$ cat src/rtl/tlb_pkg.sv
package tlb_pkg;

   typedef enum logic [1:0] {
      SLOT_HOLD  = 2'd0,
      SLOT_LOAD  = 2'd1,
      SLOT_CLEAR = 2'd2
   } slot_op_e;

endpackage

$ cat src/rtl/tlb_slot.sv
module tlb_slot
   import tlb_pkg::*;
#(
   parameter int VPN_W = 20,
   parameter int PPN_W = 20
) (
   input  logic             clk,
   input  logic             rst_n,
   input  slot_op_e         op_i,
   input  logic [VPN_W-1:0] new_vpn_i,
   input  logic [PPN_W-1:0] new_ppn_i,
   input  logic             new_vld_i,
   input  logic [VPN_W-1:0] probe_vpn_i,
   output logic             match_o,
   output logic [PPN_W-1:0] ppn_o
);

   logic             vld_q;
   logic [VPN_W-1:0] vpn_q;
   logic [PPN_W-1:0] ppn_q;

   always_ff @(posedge clk or negedge rst_n) begin
      if (!rst_n) begin
         vld_q <= 1'b0;
         vpn_q <= '0;
         ppn_q <= '0;
      end else begin
         unique case (op_i)
            SLOT_LOAD: begin
               vld_q <= new_vld_i;
               vpn_q <= new_vpn_i;
               ppn_q <= new_ppn_i;
            end
            SLOT_CLEAR: vld_q <= 1'b0;
            default:    ;
         endcase
      end
   end

   assign match_o = vld_q && (vpn_q == probe_vpn_i);
   assign ppn_o   = ppn_q;

endmodule

$ cat src/rtl/tlb_prio_sel.sv
module tlb_prio_sel #(
   parameter int ENTRIES = 8,
   parameter int PPN_W   = 20
) (
   input  logic [ENTRIES-1:0]            match_i,
   input  logic [ENTRIES-1:0][PPN_W-1:0] ppn_i,
   output logic                          any_o,
   output logic [PPN_W-1:0]              ppn_o
);

   generate
      if (ENTRIES == 1) begin : g_single
         assign any_o = match_i[0];
         assign ppn_o = match_i[0] ? ppn_i[0] : '0;
      end else begin : g_multi
         always_comb begin
            any_o = 1'b0;
            ppn_o = '0;
            for (int i = ENTRIES - 1; i >= 0; i--) begin
               if (match_i[i]) begin
                  any_o = 1'b1;
                  ppn_o = ppn_i[i];
               end
            end
         end
      end
   endgenerate

endmodule

$ cat src/rtl/xlat_buffer.sv
module xlat_buffer
   import tlb_pkg::*;
#(
   parameter int VPN_W   = 20,
   parameter int PPN_W   = 20,
   parameter int ENTRIES = 8,
   localparam int IDX_W  = (ENTRIES > 1) ? $clog2(ENTRIES) : 1
) (
   input  logic             clk,
   input  logic             rst_n,
   input  logic             lk_req_i,
   input  logic [VPN_W-1:0] lk_vpn_i,
   output logic             lk_hit_o,
   output logic             lk_miss_o,
   output logic [PPN_W-1:0] lk_ppn_o,
   input  logic             cp_wr_i,
   input  logic [IDX_W-1:0] cp_idx_i,
   input  logic [VPN_W-1:0] cp_vpn_i,
   input  logic [PPN_W-1:0] cp_ppn_i,
   input  logic             cp_vld_i,
   input  logic             flush_i
);

   if (VPN_W < 1) begin : g_bad_vpn
      $error("xlat_buffer: VPN_W must be at least 1");
   end
   if (PPN_W < 1) begin : g_bad_ppn
      $error("xlat_buffer: PPN_W must be at least 1");
   end
   if (ENTRIES < 1 || ENTRIES > 64) begin : g_bad_entries
      $error("xlat_buffer: ENTRIES must be within 1..64");
   end

   logic [ENTRIES-1:0]            slot_match;
   logic [ENTRIES-1:0][PPN_W-1:0] slot_ppn;
   slot_op_e                      slot_op [ENTRIES];
   logic                          any_match;
   logic [PPN_W-1:0]              sel_ppn;

   for (genvar g = 0; g < ENTRIES; g++) begin : g_slot
      always_comb begin
         if (flush_i)
            slot_op[g] = SLOT_CLEAR;
         else if (cp_wr_i && (cp_idx_i == IDX_W'(g)))
            slot_op[g] = SLOT_LOAD;
         else
            slot_op[g] = SLOT_HOLD;
      end

      tlb_slot #(
         .VPN_W (VPN_W),
         .PPN_W (PPN_W)
      ) u_slot (
         .clk         (clk),
         .rst_n       (rst_n),
         .op_i        (slot_op[g]),
         .new_vpn_i   (cp_vpn_i),
         .new_ppn_i   (cp_ppn_i),
         .new_vld_i   (cp_vld_i),
         .probe_vpn_i (lk_vpn_i),
         .match_o     (slot_match[g]),
         .ppn_o       (slot_ppn[g])
      );
   end

   tlb_prio_sel #(
      .ENTRIES (ENTRIES),
      .PPN_W   (PPN_W)
   ) u_sel (
      .match_i (slot_match),
      .ppn_i   (slot_ppn),
      .any_o   (any_match),
      .ppn_o   (sel_ppn)
   );

   assign lk_hit_o  = lk_req_i && any_match;
   assign lk_miss_o = lk_req_i && !any_match;
   assign lk_ppn_o  = lk_hit_o ? sel_ppn : '0;

endmodule

$ cat config.mk
export PLATFORM = sky130hd
export DESIGN_NAME = xlat_buffer
export DESIGN_NICKNAME = d
export VERILOG_FILES = /design/src/rtl/tlb_pkg.sv /design/src/rtl/tlb_slot.sv /design/src/rtl/tlb_prio_sel.sv /design/src/rtl/xlat_buffer.sv
export SDC_FILE = /design/constraint.sdc
export NUM_CORES = 1
export LEC_CHECK = 0
export BUFFER_PORTS_ARGS = -buffer_cell sky130_fd_sc_hd__buf_4
export CORE_MARGIN = 1
export CORE_UTILIZATION = 39
export DETAILED_ROUTE_END_ITERATION = 8
export PLACE_DENSITY = 0.55
export SYNTH_ARGS = -nofsm -noshare
export SYNTH_HDL_FRONTEND = slang
export SYNTH_HIERARCHICAL = 1
export SYNTH_SLANG_ARGS = --single-unit
$ cat constraint.sdc
create_clock -name clk -period 2.12 [get_ports clk]
set_input_delay 0 -clock clk [delete_from_list [all_inputs] [get_ports clk]]
set_output_delay 0 -clock clk [all_outputs]
set_load 0.1 [all_outputs]
; ---- Word-level counts from Yosys, hierarchy flattened
; Index checks and enable logic that the tools add are counted.
[classes]
reduce_logical = 28
mux = 41
n_eq_ne = 31
[op_table]
columns = cell, count
row1 = $mux W20, 9
row2 = $eq A20 B20 Y1, 8
row3 = $logic_and A1 B1 Y1, 18
row4 = $eq A2 B1 Y1 const B, 8
row5 = $eq A2 B2 Y1 const B, 8
row6 = $mux W1, 16
row7 = $mux W2, 8
row8 = $pmux W1 S2, 8
row9 = $reduce_bool A2 Y1, 8
row10 = $eq A3 B3 Y1 const B, 4
row11 = $eq A3 B2 Y1 const B, 2
row12 = $eq A3 B1 Y1 const B, 1
row13 = $logic_not A3 Y1, 1
row14 = $logic_not A1 Y1, 1
[totals]
input_bits = 69
word_cells = 124
ff_bits = 328

; ---- Logic depth before layout (Yosys ltp)
; Gate-level depths: netlist of run 1.
[logic_depth]
depth_word = 12
mapped_depth = 11
ltp_nobuf = 9

; ---- Cells and area by module
; The synthesis of run 1 kept the hierarchy.
[modules_own_cells]
columns = module, cells_per_inst, area_each_um2, n_inst, seq_area_each_um2
row1 = tlb_slot, 119, 1767.9, 8, 1026.0
row2 = tlb_prio_sel, 179, 1172.4, 1, 0.0
row3 = xlat_buffer, 39, 225.2, 1, 0.0

; ---- Worst setup path before layout of run 1
; OpenSTA, ideal clock, no wires.
[synth_timing]
path_kind = reg2out
start = register g_slot[6].u_slot.vpn_q[17]
end = output port lk_ppn_o[0]
arrival_time_ns = 2.786
slack_ns = -0.666
path_stages_with_launch = 10
cell_sequence = dfrtp_1 -> xor2_1 -> nor4_1 -> nand4_1 -> nor4_2 -> clkbuf_1 -> nor4_1 -> nand3_1 -> clkbuf_1 -> and3_1
[synth_between]
elab_chain_cells = 11
[synth_rtl]
columns = item, line
row1 = "start, declared", tlb_slot.sv:19  ; logic [VPN_W-1:0] vpn_q;
row2 = "start signal, assigned", tlb_slot.sv:31  ; vpn_q <= new_vpn_i;
row3 = $eq A20 B20 Y1, tlb_slot.sv:40  ; assign match_o = vld_q && (vpn_q == probe_vpn_i);
row4 = $logic_and A1 B1 Y1, tlb_slot.sv:40
row5 = net slot_match[6], xlat_buffer.sv:34  ; logic [ENTRIES-1:0] slot_match;
row6 = $mux W1 (7 in a row), tlb_prio_sel.sv:20  ; if (match_i[i]) begin
row7 = net any_match, xlat_buffer.sv:37  ; logic any_match;
row8 = $logic_and A1 B1 Y1, xlat_buffer.sv:76  ; assign lk_hit_o = lk_req_i && any_match;
row9 = $mux W20, xlat_buffer.sv:78  ; assign lk_ppn_o = lk_hit_o ? sel_ppn : '0;
row10 = "end, declared", xlat_buffer.sv:15  ; output logic [PPN_W-1:0] lk_ppn_o,
; The timed path passes the listed nets, and every way through them passes these cells.

; ---- Final worst setup path of run 1
[layout_timing]
start = register g_slot[3].u_slot.vpn_q[17]
end = output port lk_ppn_o[9]
[layout_lines]
columns = item, line
row1 = "start, declared", tlb_slot.sv:19
row2 = "start signal, assigned", tlb_slot.sv:31
row3 = $eq A20 B20 Y1, tlb_slot.sv:40
row4 = $logic_and A1 B1 Y1, tlb_slot.sv:40
row5 = net slot_match[3], xlat_buffer.sv:34
row6 = $mux W20 (4 in a row), tlb_prio_sel.sv:20
row7 = net sel_ppn[9], xlat_buffer.sv:38  ; logic [PPN_W-1:0] sel_ppn;
row8 = $mux W20, xlat_buffer.sv:78
; The timed path passes the listed nets, and every way through them passes these cells.

==> results by stage, run 1 <==
Run status:
- The flow ran to the end, but the final reports show violations.
- The checks that failed: negative setup slack.

Setup path:
- The setup slack of the worst register-to-register path is 1.25 ns.
- STA puts the critical path data arrival time at approximately 3.3 ns.
- The kind of capture point of the worst setup path is a primary output.
- The source of the worst register-to-register timing path is g_slot[3].u_slot/vpn_q[5].
- The depth of the worst register-to-register path is 2.
- The startpoint kind of the worst setup timing path is a flip-flop.
- The data required time at the worst endpoint is 2.12 ns.
- The class of the most critical setup path is reg2out.
- The endpoint identified for the worst register-to-register timing path is g_slot[3].u_slot/vpn_q[5].
- In this run the worst path has a maximum fanout of 8.

Flow run:
- Max-cap violations in this run came to 0.

Global route:
- The maximum number of pins on one net before global-route repair is 57.
- The first global-routing pass estimated 64200 um of wire.
- The initial antenna violation count was 2.
- For this run the aggregate overflow at the end of global routing stands at 0.
- The via count of the first global-routing pass was approximately 11000.
- The overall fraction of global-route tracks in use is between 20% and 30%.

Power:
- The part of the power in combinational logic is between 10 and 15%.
- Across the VDD grid, the largest voltage drop is around 0.7 mV.
- For this design the total switching power over the nets is 0.00441 W.
- The design draws about 0.018 W.
- Cell internal power was estimated by the tool at roughly 0.013 W.
- Dividing total power by cell area gives a power density of approximately 860 nW/um^2.
- The power share of the sequential group is 46.3%.
- The analysis attributes to cell leakage a power of between 8 and 9 nW.
- The proportion of power drawn by the clock network is 38.8%.
- The share of total power consumed by net switching is between 20% and 30%.

Clock network:
- The CTS tree is built.
- The maximum clock path buffer count is 3.
- The number of clock buffers inserted by TritonCTS is 39.
- The worst-skew pair later-pin latency is between 0.5 and 0.6 ns.
- The number of clock sinks is 328.
- Clock-pin slew was measured on the worst setup and hold paths at around 0.060 ns.
- The clock root buffer is sky130_fd_sc_hd__clkbuf_16.
- The H-tree level count is 2.

Synthesis:
- The total nets after synthesis is around 1300.
- In this run, synthesis produced a sequential element count of ~330.
- Among all cell types in the netlist, the one instantiated most often is sky130_fd_sc_hd__dfrtp_1.
- Of all cell types, the one taking the most synthesized area is sky130_fd_sc_hd__dfrtp_1.
- The synthesized instance count is roughly 1200.
- By area the synthesized netlist is led by sky130_fd_sc_hd__dfrtp_1 53%, sky130_fd_sc_hd__mux2_2 23%, sky130_fd_sc_hd__xnor2_1 5.4%, sky130_fd_sc_hd__xor2_1 3.6%, sky130_fd_sc_hd__a221o_1 2.4%.
- Synthesis instantiated 30 different standard cells from the library.
- Sequential elements use a little over half of the synthesized area.
- Yosys printed 6 warnings.
- The post-synthesis area per instance is ~13 sq um.
- In this run the biggest area consumer among cell types represents a little over half of the synthesized area.
- The total standard cell area after synthesis is ~16000 sq um.
- The most frequently used flop master after synthesis is sky130_fd_sc_hd__dfrtp_1.
- Ranked by instance count, the synthesized netlist is headed by 328 x sky130_fd_sc_hd__dfrtp_1, 320 x sky130_fd_sc_hd__mux2_2, 96 x sky130_fd_sc_hd__xnor2_1.
- Of all flip-flops after synthesis, the portion carrying an async set or reset was 100%.
- The number of flops mapped to enable cells by yosys is 0.

Final layout:
- The post-route netlist has 46.0% of its cells at a drive strength greater than 1.
- Relative to the synthesized area, the layout overhead comes to 31.4%.
- After the last flow step, the layout net total stands at between 1000 and 1500.
- The diode insertion count for antenna repair is 0.
- The number of filler cells placed in the layout is approximately 3400.

Route:
- The routed wire length per instance is between 20 and 25 um.
- The total DRC errors in the routed layout is 0.
- In this run the remaining antenna-violating nets after routing total 0.
- The number of detailed-routing iterations run before antenna repair is 4.
- Dividing the detail-routed via count by the number of cells gives 5.16.
- The post-detailed-routing wire length is between 40000 and 50000 um.
- The total vias in the final route is between 10000 and 15000.
- The iteration-0 DRC count of the detailed router is between 300 and 400.

Floorplan:
- The region available for standard cell placement spans between 30000 and 40000 sq um.
- The die boundary width is 202 um.
- The number of rows created at floorplan is 72.
- The die area is 40700 sq um.
- The floorplan step set the die height to about 200 um.
- The total I/O pin count is between 90 and 100.
- The initial utilization of the core area, before any placement, comes to between 30% and 40%.

Worst hold path:
- The min-delay analysis places its worst path in the category in2reg.
- For hold timing, the worst endpoint is g_slot[1].u_slot/vld_q.
- The instance count along the most critical hold path is 6.
- The startpoint identified for the worst hold timing path is cp_idx_i[2].

STA:
- The maximum operating frequency is between 300 and 400 MHz.
- The final critical delay including setup and external delays is around 3.3 ns.
- The worst-case setup margin in the final layout is -1.17 ns.
- Setup violations remaining at the end of the flow were counted as 22.
- The accumulated negative setup slack is -24.09 ns.
- The worst slew margin relative to its limit is approximately two thirds.
- The max-slew violation count is 0.
- The final count of hold timing violations is 0.
- On the final layout, the worst clock skew is 0 ns.
- The worst path uses 155% of the clock period.
- Setup repair after global routing could not meet its margin everywhere.
- For the pin with the worst max-slew slack, the measured transition is between 0.5 and 0.6 ns.

Placed design:
- The congestion estimate from routability-driven global placement came to between 0.7 and 0.8.
- The number of port buffers is 90.
- Summed over all nets, the half-perimeter wirelength after detailed placement is roughly 26000 um.
area by class of cell:
class | instances | area, sq um | share of cell area, %
flip-flops and latches | 328 | 8210 | 40.2
multi-input cells | 765 | 7350 | 36.0
repair buffers | 263 | 2830 | 13.9
clock buffers | 60 | 1180 | 5.76
well taps | 518 | 648 | 3.17
clock inverters | 9 | 138 | 0.674
inverters | 17 | 63.8 | 0.312
power by group through the flow:
stage                     Clock [W]  Combinational [W]  Sequential [W]
after floorplan                   0            0.00174         0.00809
after global placement            0            0.00247         0.00824
after detailed placement          0            0.00253         0.00828
after CTS                   0.00703            0.00263         0.00818
after global routing        0.00727            0.00288         0.00834
final                       0.00686            0.00262         0.00817
through the flow:
| stage | std cells | area, sq um | hold slack, ns | util, % | setup slack, ns |
|---|---|---|---|---|---|
| 2_1_floorplan | 1170 | 15700 | -0.296 | - | -0.208 |
| 3_3_place_gp | 1823 | 17900 | -0.00416 | 45.9 | -0.968 |
| 3_5_place_dp | 1823 | 17900 | -0.00546 | 45.9 | -0.928 |
| 4_1_cts | 1957 | 20300 | 0.0427 | 52.0 | -1.25 |
| 5_1_grt | 1960 | 20400 | 0.0928 | 52.3 | -1.35 |
| 6_report | 1960 | 20400 | 0.0578 | 52.3 | -1.17 |
timing repair:
item	CTS	global route
cloned	2	0
endpoints found under the setup margin	22	22
gates resized for setup	84	25
hold endpoints to repair	656	0
setup buffers	17	7
hold buffers	48	0
pin swaps	8	21
worst max-delay path by stage:
stage / startpoint / end / cells past startpoint
after detailed placement: g_slot[7].u_slot/vpn_q[17] / lk_ppn_o[14] / 12
after CTS: g_slot[7].u_slot/vpn_q[7] / lk_ppn_o[14] / 12
final: g_slot[3].u_slot/vpn_q[17] / lk_ppn_o[9] / 13
after global routing: g_slot[6].u_slot/vpn_q[17] / lk_ppn_o[7] / 14
after global placement: g_slot[7].u_slot/vpn_q[17] / lk_ppn_o[14] / 12
after floorplan: g_slot[6].u_slot/vpn_q[19] / lk_ppn_o[9] / 11
per-layer routing:
metal  share of wire [%]  vias up  track usage [%]  wire [um]
met2                  51      148             35.3      20300
met4                 1.8        4             5.19        715
met3                 2.8       63             3.45       1130
li1                    -     4708                -          -
met5               0.075        -                0         30
met1                  45     5191             26.4      17900
cell families (layout without fill, tap and decap cells):
group,count (synthesis),count (layout),synth area share [%]
DFF,328,328,52.8
muxes,320,320,23.2
xor gates and xnor gates,160,160,9.02
and+or+nand+nor,139,139,5.55
AOI/OAI and AO/OA,130,130,5.87
buffers and inverters,77,349,2.28
adders and majority gates,16,16,1.29
layout by cell type, fill, tap and decap left out, types with 3 or more instances in the layout:
master,n
sky130_fd_sc_hd__nor2_1,7
sky130_fd_sc_hd__a21oi_1,3
sky130_fd_sc_hd__buf_4,153
sky130_fd_sc_hd__a31oi_1,10
sky130_fd_sc_hd__nor2b_4,3
sky130_fd_sc_hd__nand2b_1,30
sky130_fd_sc_hd__clkbuf_16,40
sky130_fd_sc_hd__xnor2_1,96
sky130_fd_sc_hd__nand2_1,13
sky130_fd_sc_hd__nor4_4,8
sky130_fd_sc_hd__a22oi_1,19
sky130_fd_sc_hd__dlygate4sd3_1,48
sky130_fd_sc_hd__clkinv_2,3
sky130_fd_sc_hd__o21ai_0,23
sky130_fd_sc_hd__nor4_2,6
sky130_fd_sc_hd__a221o_1,37
sky130_fd_sc_hd__ha_2,8
sky130_fd_sc_hd__xor2_1,63
sky130_fd_sc_hd__clkbuf_1,10
sky130_fd_sc_hd__bufinv_16,3
sky130_fd_sc_hd__buf_6,6
sky130_fd_sc_hd__and3_4,20
sky130_fd_sc_hd__inv_1,17
sky130_fd_sc_hd__dfrtp_1,328
sky130_fd_sc_hd__buf_12,53
sky130_fd_sc_hd__o21ai_1,23
sky130_fd_sc_hd__o21ai_2,4
sky130_fd_sc_hd__nand3_1,7
sky130_fd_sc_hd__mux2_2,320
sky130_fd_sc_hd__clkbuf_8,10
sky130_fd_sc_hd__ha_1,8
sky130_fd_sc_hd__nand4_1,24
sky130_fd_sc_hd__nor4_1,11
sky130_fd_sc_hd__a31oi_2,10
sequential cells by signal, summed over array words and instances, names as in the netlist:
| register | cells |
|---|---|
| g_slot.u_slot/ppn_o | 160 |
| g_slot.u_slot/vpn_q | 160 |
| g_slot.u_slot/vld_q | 8 |
critical path, cell delays in order (launching register included):
cell and delay [ns]:
sky130_fd_sc_hd__dfrtp_1 0.38, sky130_fd_sc_hd__xor2_1 0.16, sky130_fd_sc_hd__nor4_1 0.30, sky130_fd_sc_hd__buf_4 0.17, sky130_fd_sc_hd__nand4_1 0.14, sky130_fd_sc_hd__nor4_4 0.29
sky130_fd_sc_hd__nor2b_4 0.08, sky130_fd_sc_hd__buf_12 0.15, sky130_fd_sc_hd__buf_12 0.13, sky130_fd_sc_hd__a221o_1 0.29, sky130_fd_sc_hd__a31oi_1 0.18, sky130_fd_sc_hd__o21ai_1 0.10
sky130_fd_sc_hd__and3_4 0.18, sky130_fd_sc_hd__buf_12 0.16
Power figures use the tool's default switching activity.
==> run 2: changes to the inputs <==
Settings changed: CELL_PAD_IN_SITES_DETAIL_PLACEMENT set to 1, CELL_PAD_IN_SITES_GLOBAL_PLACEMENT set to 1, PLACE_DENSITY 0.55 to 0.65.
==> run 2 against run 1 <==
Critical path type unchanged. Final area shrank 1.9%. Final cell count shrank 1.6%. Global-route usage grew 1.5 points. Critical endpoint is now lk_ppn_o[2]. Setup slack gained 0.023 ns. The run still ends with negative setup slack left. Non-clock buffer count shrank 23.
==> results by stage, run 2 (same netlist as run 1, synthesis figures left out) <==
Run status:
- The flow ran to the end, but the final reports show violations.
- The final reports fail on negative setup slack.

Setup path:
- STA classifies the critical path endpoint as a primary output.
- The data arrival time at the worst-slack endpoint was 3.26 ns (-0.03 ns).
- The setup slack of the worst register-to-register path is 0.89 ns (-0.36 ns).
- The maximum fanout along the worst path was 18 (+10).
- The startpoint kind of the worst setup timing path is a flip-flop.
- The class of the most critical setup path is reg2out.
- The data required time at the worst endpoint is 2.12 ns (about the same).
- The depth of the worst register-to-register path is 3 (+1).
- The worst register-to-register path ends at g_slot[2].u_slot/vld_q.
- The source of the worst register-to-register timing path is g_slot[2].u_slot/vld_q.

Worst hold path:
- The startpoint identified for the worst hold timing path is cp_idx_i[2].
- The hold path endpoint is g_slot[3].u_slot/vld_q.
- The path class of the tightest hold or removal check is in2reg.
- The instance count along the most critical hold path came to 6 (unchanged).

Global route:
- The maximum number of pins on one net before global-route repair is 86 (+51%).
- The via count of the first global-routing pass is 11700 (+8.3%).
- The wire length of the first global-routing pass is 69000 um (+7.5%).
- The overall fraction of global-route tracks in use is 22.0% (+1.5 points).
- The initial antenna violation count is 0 (-2).
- The total global routing overflow is 0 (unchanged).

Floorplan:
- The die boundary width was 202 um (unchanged).
- The area inside the core boundary is 39000 sq um (unchanged).
- The die area came to 40700 sq um (unchanged).
- The number of rows created at floorplan was 72 (unchanged).
- The vertical extent of the die was 202 um (unchanged).
- The effective utilization at floorplan is 39.8% (unchanged).
- The total I/O pin count is 91 (unchanged).

Placed design:
- The half-perimeter wire length after detailed placement is 26400 um (+2.3%).
- The placed standard-cell area is 17800 sq um (-0.70%).
- The worst slack at placement is -0.780 ns (+0.148 ns).
- The number of port buffers came to 90 (unchanged).
- The routability congestion estimate from global placement is 0.735 (-3.0%).

Clock network:
- The number of clock buffers inserted by TritonCTS is 38 (-2.6%).
- The H-tree level count came to 2 (unchanged).
- The number of clock sinks came to 328 (unchanged).
- The worst-skew pair later-pin latency is 0.53 ns (-0.02 ns).
- The cell sitting at the root of the clock tree is a sky130_fd_sc_hd__clkbuf_16.
- The clock transition at the register clock pins on the worst setup and hold paths after CTS was 0.06 ns (about the same).
- TritonCTS built the clock tree.
- The maximum clock path buffer count is 3 (unchanged).

STA:
- The max-slew violation count is 0 (unchanged).
- The maximum operating frequency is 306 MHz (+0.70%).
- The worst slew margin relative to its limit is 68.4% (+2.5 points).
- The actual slew at the worst max-slew pin was 0.474 ns (-0.0382 ns).
- The worst clock skew came to 0 ns (unchanged).
- Setup repair after global routing could not meet its margin everywhere.
- The total setup violations reported at the end of the flow was 22 (unchanged).
- The worst-case setup margin in the final layout is -1.14 ns (+0.0228 ns).
- The final critical delay including setup and external delays came to 3.26 ns (-0.0228 ns).
- The final cycle utilization of the critical path is 154% (-1.1 points).
- The final count of hold timing violations is 0 (unchanged).

Route:
- The iteration-0 DRC count of the detailed router was 505 (+43%).
- The count of nets left with antenna violations after detail routing is 0 (unchanged).
- The post-detailed-routing wire length is 43000 um (+7.3%).
- The routed wire length per instance is 22.3 um (+9.1%).
- The total DRC errors in the routed layout was 0 (unchanged).
- The number of detailed-routing iterations run before antenna repair came to 4 (unchanged).
- The via density per instance is 5.38 (+4.2%).
- The total vias in the final route is 10400 (+2.6%).

Power:
- The power density over the cells came to 854 nW/um^2 (-1.2%).
- The worst-case vdd ir drop is 0.537 mV (-23%).
- The total leakage power is 8.73 nW (-2.4%).

Final layout:
- The number of filler cells placed in the layout came to 3849 (+14%).
- The fraction of layout instances using a drive strength above 1 came to 44.1% (-1.9 points).
- Leaving out fill and tap cells, the most frequent cells in the layout are 328 x sky130_fd_sc_hd__dfrtp_1, 320 x sky130_fd_sc_hd__mux2_2, 130 x sky130_fd_sc_hd__buf_4, 96 x sky130_fd_sc_hd__xnor2_1, 64 x sky130_fd_sc_hd__xor2_1.
- The leading cell type in the layout, fill and taps excluded is sky130_fd_sc_hd__dfrtp_1.
- The final design instance area without fill is 20000 sq um (-1.9%).
- The area added between synthesis and finish is 28.8%.
- The diode insertion count for antenna repair is 0 (unchanged).
- The net total in the final layout is 1475 (-1.6%).

Flow run:
- The number of max-cap violations came to 0 (unchanged).
==> run 2: cell count changes in the layout (fill, tap and decap cells not counted), sizes merged <==
cell and change:
buf -23, bufinv -2, clkbuf -2, clkinv -2, bufbuf -1, clkinvlp -1
==> run 2: timing repair <==
item | CTS | global route
hold buffers | 49 | 0
gates resized for setup | 74 | 16
setup endpoints to repair | 22 | 24
pin swaps | 8 | 7
setup buffers | 3 | 4
gates cloned | 3 | 1
hold endpoints to repair | 656 | 0
==> run 2: final cells by class <==
type / count / area (sq um) / area share [%]
sequential: 328 / 8210 / 41.0
tap: 518 / 648 / 3.24
clock inverter: 4 / 48.8 / 0.244
inverter: 17 / 63.8 / 0.319
timing repair buffer: 240 / 2680 / 13.4
multi-input combinational: 765 / 7270 / 36.3
clock buffer: 57 / 1110 / 5.56
==> run 2: where the power goes <==
group | total, W | internal, W | switching (W)
clock | 0.00628 | 0.00372 | 0.00256
sequential | 0.00820 | 0.00748 | 0.000723
combinational | 0.00263 | 0.00158 | 0.00105
==> run 2: metrics by stage <==
| step | cells | util, % | power (W) | hold WS (ns) | TNS [ns] |
|---|---|---|---|---|---|
| after floorplan | 1170 | - | 0.00983 | -0.296 | -4.18 |
| after global placement | 1808 | 45.6 | 0.0107 | -0.0333 | -15.37 |
| after detailed placement | 1808 | 45.6 | 0.0109 | -0.0325 | -15.75 |
| after CTS | 1924 | 51.0 | 0.0173 | 0.0621 | -25.97 |
| after global routing | 1929 | 51.3 | 0.0179 | 0.135 | -26.87 |
| final | 1929 | 51.3 | 0.0171 | 0.0951 | -23.87 |
==> run 2: how the worst max path moves through the flow <==
stage                                           from      endpoint  slack, ns  cells after the start
final                     g_slot[6].u_slot/vpn_q[17]   lk_ppn_o[2]      -1.14                     12
after global routing      g_slot[6].u_slot/vpn_q[16]  lk_ppn_o[18]      -1.27                     13
after CTS                 g_slot[6].u_slot/vpn_q[16]  lk_ppn_o[13]      -1.23                     12
after detailed placement  g_slot[6].u_slot/vpn_q[16]  lk_ppn_o[10]      -0.78                     12
after global placement    g_slot[6].u_slot/vpn_q[17]   lk_ppn_o[9]      -0.76                     12
after floorplan           g_slot[6].u_slot/vpn_q[19]   lk_ppn_o[9]      -0.21                     11
==> run 2: worst max-delay path: stages (launching register included) <==
cell	delay [ns]
sky130_fd_sc_hd__dfrtp_1	0.38
sky130_fd_sc_hd__xor2_1	0.15
sky130_fd_sc_hd__nor4_2	0.29
sky130_fd_sc_hd__buf_4	0.15
sky130_fd_sc_hd__nand4_1	0.22
sky130_fd_sc_hd__nor4_4	0.28
sky130_fd_sc_hd__nor2b_2	0.10
sky130_fd_sc_hd__buf_12	0.16
sky130_fd_sc_hd__a221o_1	0.33
sky130_fd_sc_hd__a31oi_2	0.21
sky130_fd_sc_hd__o21ai_1	0.09
sky130_fd_sc_hd__and3_4	0.16
sky130_fd_sc_hd__buf_6	0.18
==> run 2: metal layers <==
metal | vias up | part of all wire (%) | track usage (%)
li1 | 4644 | - | -
met1 | 5464 | 44 | 28.4
met2 | 194 | 50 | 37.9
met3 | 74 | 3.4 | 3.34
met4 | 0 | 2.3 | 6.52
met5 | - | 0 | 0
